**src/rtl/lpt_pkg.sv**
```systemverilog
package lpt_pkg;
  localparam int BYTE_W   = 8;
  localparam int OFS_W    = 3;
  localparam int NUM_OFS  = 1 << OFS_W;

  localparam logic [OFS_W-1:0] OFS_DATA  = 3'd0;
  localparam logic [OFS_W-1:0] OFS_STAT  = 3'd1;
  localparam logic [OFS_W-1:0] OFS_CTRL  = 3'd2;
  localparam logic [OFS_W-1:0] OFS_EADDR = 3'd3;
  localparam logic [OFS_W-1:0] OFS_EDATA = 3'd4;

  localparam logic [1:0] SIZE_BYTE = 2'b00;

  localparam int CTRL_BIDIR_BIT  = 5;
  localparam int CTRL_ACKIRQ_BIT = 4;
  localparam logic [BYTE_W-1:0] CTRL_FORCE = 8'hC0;
  localparam logic [BYTE_W-1:0] DEAD_FILL  = 8'hFF;

  typedef struct packed {
    logic               rd;
    logic               wr;
    logic [NUM_OFS-1:0] sel;
  } acc_t;
endpackage

```
**src/rtl/lpt_decode.sv**
```systemverilog
module lpt_decode
  import lpt_pkg::*;
#(
  parameter int ADDR_W = 16
) (
  input  logic              valid,
  input  logic              write,
  input  logic [ADDR_W-1:0] addr,
  input  logic [1:0]        size,
  output acc_t              acc
);
  logic ok;
  logic unused_hi;

  assign ok        = valid && (size == SIZE_BYTE);
  assign acc.rd    = ok && !write;
  assign acc.wr    = ok && write;
  assign unused_hi = ^addr[ADDR_W-1:OFS_W];

  for (genvar i = 0; i < NUM_OFS; i++) begin : g_sel
    assign acc.sel[i] = ok && (addr[OFS_W-1:0] == OFS_W'(i));
  end
endmodule

```
**src/rtl/lpt_ctrl_reg.sv**
```systemverilog
module lpt_ctrl_reg
  import lpt_pkg::*;
(
  input  logic              clk,
  input  logic              rst_n,
  input  logic              wr_en,
  input  logic [BYTE_W-1:0] wdata,
  output logic [BYTE_W-1:0] ctrl_q,
  output logic              chg_stb
);
  logic [BYTE_W-1:0] forced;
  logic              differs;

  assign forced  = wdata | CTRL_FORCE;
  assign differs = (forced != ctrl_q);

  always_ff @(posedge clk) begin
    if (!rst_n) begin
      ctrl_q  <= CTRL_FORCE;
      chg_stb <= 1'b0;
    end else begin
      chg_stb <= wr_en && differs;
      if (wr_en && differs) ctrl_q <= forced;
    end
  end
endmodule

```
**src/rtl/lpt_irq.sv**
```systemverilog
module lpt_irq (
  input  logic clk,
  input  logic rst_n,
  input  logic ack_event,
  input  logic ack_en,
  input  logic clr,
  output logic irq
);
  always_ff @(posedge clk) begin
    if (!rst_n)                 irq <= 1'b0;
    else if (ack_event && ack_en) irq <= 1'b1;
    else if (clr)               irq <= 1'b0;
  end
endmodule

```
**src/rtl/lpt_regfile.sv**
```systemverilog
module lpt_regfile
  import lpt_pkg::*;
#(
  parameter int ADDR_W = 16
) (
  input  logic              clk,
  input  logic              rst_n,
  input  logic              host_valid,
  input  logic              host_write,
  input  logic [ADDR_W-1:0] host_addr,
  input  logic [1:0]        host_size,
  input  logic [7:0]        host_wdata,
  output logic              host_rvalid,
  output logic [7:0]        host_rdata,
  output logic [7:0]        pin_data_out,
  output logic              pin_data_stb,
  output logic [7:0]        pin_control_out,
  output logic              pin_ctrl_stb,
  input  logic [7:0]        pin_data_in,
  input  logic [7:0]        pin_status_in,
  input  logic              ack_event,
  output logic              irq
);
  acc_t              acc;
  logic [BYTE_W-1:0] data_q, eaddr_q, edata_q, ctrl_q;
  logic [BYTE_W-1:0] rd_val;
  logic              bidir;

  lpt_decode #(.ADDR_W(ADDR_W)) u_dec (
    .valid (host_valid),
    .write (host_write),
    .addr  (host_addr),
    .size  (host_size),
    .acc   (acc)
  );

  lpt_ctrl_reg u_ctrl (
    .clk     (clk),
    .rst_n   (rst_n),
    .wr_en   (acc.wr && acc.sel[OFS_CTRL]),
    .wdata   (host_wdata),
    .ctrl_q  (ctrl_q),
    .chg_stb (pin_ctrl_stb)
  );

  lpt_irq u_irq (
    .clk       (clk),
    .rst_n     (rst_n),
    .ack_event (ack_event),
    .ack_en    (ctrl_q[CTRL_ACKIRQ_BIT]),
    .clr       (acc.rd && acc.sel[OFS_STAT]),
    .irq       (irq)
  );

  assign bidir           = ctrl_q[CTRL_BIDIR_BIT];
  assign pin_control_out = ctrl_q;
  assign pin_data_stb    = acc.wr && acc.sel[OFS_DATA];
  assign pin_data_out    = pin_data_stb ? host_wdata : data_q;

  always_comb begin
    rd_val = DEAD_FILL;
    unique case (host_addr[OFS_W-1:0])
      OFS_DATA:  rd_val = bidir ? pin_data_in : data_q;
      OFS_STAT:  rd_val = pin_status_in;
      OFS_CTRL:  rd_val = ctrl_q;
      OFS_EADDR: rd_val = eaddr_q;
      OFS_EDATA: rd_val = edata_q;
      default:   rd_val = DEAD_FILL;
    endcase
  end

  always_ff @(posedge clk) begin
    if (!rst_n) begin
      data_q      <= '0;
      eaddr_q     <= '0;
      edata_q     <= '0;
      host_rvalid <= 1'b0;
      host_rdata  <= '0;
    end else begin
      host_rvalid <= acc.rd;
      if (acc.rd) host_rdata <= rd_val;
      if (acc.wr && acc.sel[OFS_DATA])  data_q  <= host_wdata;
      if (acc.rd && acc.sel[OFS_DATA] && bidir) data_q <= pin_data_in;
      if (acc.wr && acc.sel[OFS_EADDR]) eaddr_q <= host_wdata;
      if (acc.wr && acc.sel[OFS_EDATA]) edata_q <= host_wdata;
    end
  end
endmodule

```
**config.mk**
```make
export PLATFORM = sky130hd
export DESIGN_NAME = lpt_regfile
export DESIGN_NICKNAME = d
export VERILOG_FILES = /design/src/rtl/lpt_pkg.sv /design/src/rtl/lpt_decode.sv /design/src/rtl/lpt_ctrl_reg.sv /design/src/rtl/lpt_irq.sv /design/src/rtl/lpt_regfile.sv
export SDC_FILE = /design/constraint.sdc
export NUM_CORES = 1
export LEC_CHECK = 0
export ABC_CLOCK_PERIOD_IN_PS = 1600
export BUFFER_PORTS_ARGS = -buffer_cell sky130_fd_sc_hd__buf_2
export CAP_MARGIN = 0
export CORE_ASPECT_RATIO = 1.25
export CORE_UTILIZATION = 46
export CTS_CLUSTER_DIAMETER = 80
export DETAILED_ROUTE_END_ITERATION = 7
export PLACE_DENSITY = 0.79
export SLEW_MARGIN = 10
export SYNTH_ARGS = -nofsm -noshare
export SYNTH_HDL_FRONTEND = slang
export SYNTH_HIERARCHICAL = 1
export SYNTH_SLANG_ARGS = --single-unit
```
**constraint.sdc**
```tcl
create_clock -name clk -period 1.6 [get_ports clk]
set_input_delay 0.08 -clock clk [delete_from_list [all_inputs] [get_ports clk]]
set_output_delay 0.08 -clock clk [all_outputs]
set_load 0.02 [all_outputs]
```
# After elaboration in Yosys (flattened, before gate mapping)
# Cells that the tools add are included.
[totals] regBits=41 in_bits=47 wordCells=40
[classes] n_reduce_logical=21 n_eq_ne=5 muxes=6
[op_table] op="8-bit one-hot mux with 5 select lines" n=1
[op_table] op="8-bit two-way mux" n=3
[op_table] op="1-bit logical AND" n=17
[op_table] op="3-bit by 2-bit equality test with 1-bit output, second input constant" n=2
[op_table] op="6-bit inequality test" n=1
[op_table] op="3-bit by 1-bit equality test with 1-bit output, second input constant" n=1
[op_table] op="3-bit equality test, second input constant" n=1
[op_table] op="3-bit logical NOT" n=1
[op_table] op="2-bit logical NOT" n=1
[op_table] op="1-bit two-way mux" n=2
[op_table] op="2-bit nonzero test" n=1
[op_table] op="1-bit logical NOT" n=1

# Depth between registers and ports, before layout
[logic_depth] word_depth=6 mapped_depth=7 mapped_depth_nobuf=6

# Hierarchy
# The synthesis kept the hierarchy.
[by_module_without_submodules] module="lpt_regfile" area_per_inst_um2=1765.4 n_inst=1 cells_each=202
[by_module_without_submodules] module="lpt_ctrl_reg" area_per_inst_um2=361.6 n_inst=1 cells_each=34
[by_module_without_submodules] module="lpt_decode" area_per_inst_um2=111.4 n_inst=1 cells_each=16
[by_module_without_submodules] module="lpt_irq" area_per_inst_um2=41.3 n_inst=1 cells_each=4

# Worst setup path after synthesis
# Ideal clock, no wire load.
[synth_timing] kind="in2reg" startpoint="input host_size[0]" endpoint="register u_ctrl.ctrl_q[0]" t_required_ns=1.478 n_path_buf=2 setup_ns=0.122 stages=7 setup_slack_ns=0.026 arrival_time_ns=1.452 path_cell_list="and4bb_2 buf_2 buf_2 and2_1 nor2b_1 and2_2 a221o_1"
[synth_via] elab_chain_len=5 word_cells_on_any_way=6 cone_classes="reduce/logical (6)"
[synth_lines] element="start: declaration" line_no="lpt_regfile.sv:11" source="input logic [1:0] host_size,"
[synth_lines] element="2-bit logical NOT (*)" line_no="lpt_decode.sv:15" source="assign ok = valid && (size == SIZE_BYTE);"
[synth_lines] element="1-bit logical AND (*)" line_no="lpt_decode.sv:15"
[synth_lines] element="1-bit logical AND, on equally long branches" line_no="lpt_decode.sv:17, lpt_decode.sv:21"
[synth_lines] element="1-bit logical AND (*)" line_no="lpt_regfile.sv:40" source=".wr_en (acc.wr && acc.sel[OFS_CTRL]),"
[synth_lines] element="1-bit logical AND (*)" line_no="lpt_ctrl_reg.sv:23" source="if (wr_en && differs) ctrl_q <= forced;"
[synth_lines] element="end signal: assignment" line_no="lpt_ctrl_reg.sv:23"
[synth_lines] element="end: declaration" line_no="lpt_ctrl_reg.sv:8" source="output logic [BYTE_W-1:0] ctrl_q,"
# Every way passes the cells marked *; elsewhere a longest branch is shown, timed or not.
# A chain may end at the register's enable or synchronous reset.

==> flow_results.org <==
** Drt
- Initial DRC Count :: a little over 100
- Highest layer used for signal routing :: met4
- Post-detailed-route via-to-cell ratio :: 5.53
- Wire per inst :: 15.4 µm
- First-pass iteration count of the detailed router :: 4
- Number of antenna-violating nets in the routed design :: 0
- Total met3 wirelength after detailed routing :: about 320 µm
- Sum of routed wire segments on met1 :: 2450 µm
- For this run, design rule violations remaining after detail routing come to 0.
- Wire length on met2 :: between 2000 and 3000 µm
- Via count :: 2,096
- Aggregate routed wire length :: slightly below 6000 µm

** Setup path
- Capturing element type of the critical path :: output port
- On the critical path, the stage with the largest delay is an instance of or3_4.
- Crit. Startpoint :: host_size[0]
- Startpoint of the most critical register-to-register path :: u_ctrl/ctrl_q[0]
- Critical path required time :: ~1.5 ns
- Walking the worst path, the cells encountered are buf_2, or3_4, nor2_2, nand2_4, mux2_2, buf_2.
- Critical Setup Path Class :: in2out
- Critical path data arrival time :: 1.39 ns
- Type of origin of the critical path :: primary input
- On the worst path, the slowest cell contributes a delay of around 0.39 ns.
- In this design, the critical path's most frequently occurring cell is buf_2.
- Maximum fanout count along the critical path :: 9

** GRT
- The initial antenna violation count was 0.
- The first global-routing pass estimated roughly 9400 µm of wire.
- Grt total ovfl :: 0
- Largest net degree at the start of global routing :: 23
- Via count of the first global-routing pass :: roughly 2,000
- Global-route total usage across every layer :: 0.240

** STA
- Upper clock frequency limit :: 679 MHz
- Setup repair after global routing missed its margin :: no
- Number of hold-slack violations in the final timing report :: 0
- Of the available clock period, the critical path in the final layout requires 0.920.
- Setup violations remaining at the end of the flow were counted as 0.
- Setup slack on the critical path of the routed design comes to approximately 0.13 ns.
- Worst Skew :: between 0.007 and 0.008 ns
- Max-slew violation total from the final report :: 0
- Counting I/O delays and the setup requirement, the final critical path takes roughly 1.5 ns.

** Placement
- OpenSTA, run right after detailed placement, puts the worst setup slack at -0.0407 ns.
- At the end of routability-driven placement, the weighted congestion stood at approximately 0.81.
- Counting tap cells, the placed design contains a total of 371 instances.
- Once placement finished, the instance area stood at ~0.0027 mm².
- The wire-length estimate of the detail-placed layout is about 4200 µm.
- Number of buffers added on ports :: 59

** CTS
- TritonCTS clock tree :: done
- The H-tree was split into 2 levels.
- For this design, the CTS-stage hold fixing added 0 buffers.
- Number of buffers inserted during clock tree synthesis :: 5
- CTS max path bufs :: 2
- The clock reaches the later pin of the worst-skew pair after between 0.3 and 0.4 ns.
- Post-CTS Repair Setup Buffers :: 0
- Clock sink count :: a little over 40
- Root buffer selected by CTS :: clkbuf_8
- PostCTS Resize Cnt :: 0
- After clock tree synthesis, the clock-pin slew on the worst setup and hold paths is approximately 0.080 ns.

** Synthesis
- In this run the mean area of a mapped cell was ~9 µm².
- Warnings from Yosys :: 6
- Summing every instance area after synthesis gives roughly 0.0023 mm².
- Synthesis produced a netlist whose cell count is between 200 and 300.

** Worst hold path
- The worst hold path belongs to the class in2reg.
- The worst hold path begins at ack_event.

** Finish
- The layout has around 430 filler cells.
- For this run, the number of standard cells in the final layout without fillers is around 380.
- Share of cells above drive strength 1 :: 0.361
- Finished layout cell area :: 0.00282 mm²
- Utilization after layout :: 0.596
- Inserted Diodes :: 0
- Final net count :: around 370
- Layout overhead on the synthesized area :: 24.8%

** Floorplan
- The die covers between 0.005 and 0.006 mm².
- The floorplan step set the die width to about 65 µm.
- The initialized floorplan defines 28 standard-cell rows.
- Number of top-level design ports :: between 70 and 80
- In this run the standard cell core region covers roughly 0.0047 mm².
- The initial utilization of the core area, before any placement, comes to 0.477.
- In this run the vertical extent of the chip is ~80 µm.

** Pwr
- IR analysis of the VDD net gives a maximum drop of approximately 750 µV.
- Leakage dissipation :: 1.25 nW
- Share of total power in combinational logic :: 0.101
- In this run the power spent charging and discharging nets is about 0.53 mW.
- Cell-internal power :: about 1.8 mW
- The share of total power dissipated in sequential elements is 0.450.
- Part of the power in the clock network :: 0.448
- Total Power :: between 2 and 2.5 mW
- Power density over the cells :: 811 mW/mm²
- Of the total power, the share spent switching nets is 0.233.

** Status
- The flow ran to the end, and the final reports show no timing, DRC or antenna violations.

** Flow run
- Max-cap violations in this run came to 0.
==> state kept, by name (all words and copies together), names as in the netlist <==
signal / flops
edata_q: 8
host_rdata: 8
u_ctrl/ctrl_q: 6
data_q: 8
eaddr_q: 8
host_rvalid: 1
u_ctrl/chg_stb: 1
u_irq/irq: 1
==> per-layer routing <==
metal / up-vias / track usage
met1: 978 / 0.280
li1: 1036 / -
met4: 0 / 0.116
met3: 12 / 0.0497
met2: 70 / 0.412
met5: - / 0
==> final timing paths <==
path	slack, ns	end	cells past startpoint
worst max-delay path	0.13	pin_data_out[5]	6
worst min-delay path	0.05	u_irq/irq	3
worst max register to register	0.14	u_ctrl/ctrl_q[0]	4
worst min register to register	0.47	edata_q[1]	2
==> layout make-up <==
cell class                      count  area, µm²  share of cell area
Multi-Input combinational cell    192       1350               0.480
Sequential cell                    41        821               0.291
Timing Repair Buffer               76        423               0.150
Tap cell                           60       75.1              0.0266
Clock buffer                        5       68.8              0.0244
Clock inverter                      3       68.8              0.0244
Inverter                            2       7.51             0.00266
==> power groups by stage <==
stage          clock network (mW)  registers, mW  logic, mW
6_report                     1.02           1.03      0.232
5_1_grt                      1.08           1.03      0.252
4_1_cts                      1.03           1.03      0.230
3_5_place_dp                    0           1.05      0.229
3_3_place_gp                    0           1.05      0.224
2_1_floorplan                   0           1.06      0.123
==> stage by stage <==
stage	setup TNS [ns]	hold WS (ns)
floorplan	0	0.208
global placement	0	0.347
detailed placement	-0.217	0.361
CTS	0	0.0442
global route	0	0.0534
finish	0	0.0463
==> worst max-delay path, delay by kind of cell <==
kind                   cells  cell delay [ns]
muxes                      1             0.31
and+or+nand+nor            3             0.72
buffers and inverters      2             0.28
==> placed cells by master, fill, tap and decap left out, drive strengths merged, types with 4 or more instances in the layout <==
cell type and count:
mux2 15, nor2 8, nand3 19, and2 8
a21boi 17, buf 76, o21ai 10, nor2b 13
clkbuf 5, a31oi 7, dfxtp 41, a21o 4
mux2i 12, nand2 32, a221oi 4, xor2 6
a22oi 4, a221o 4
(Power assumes the default switching activity.)
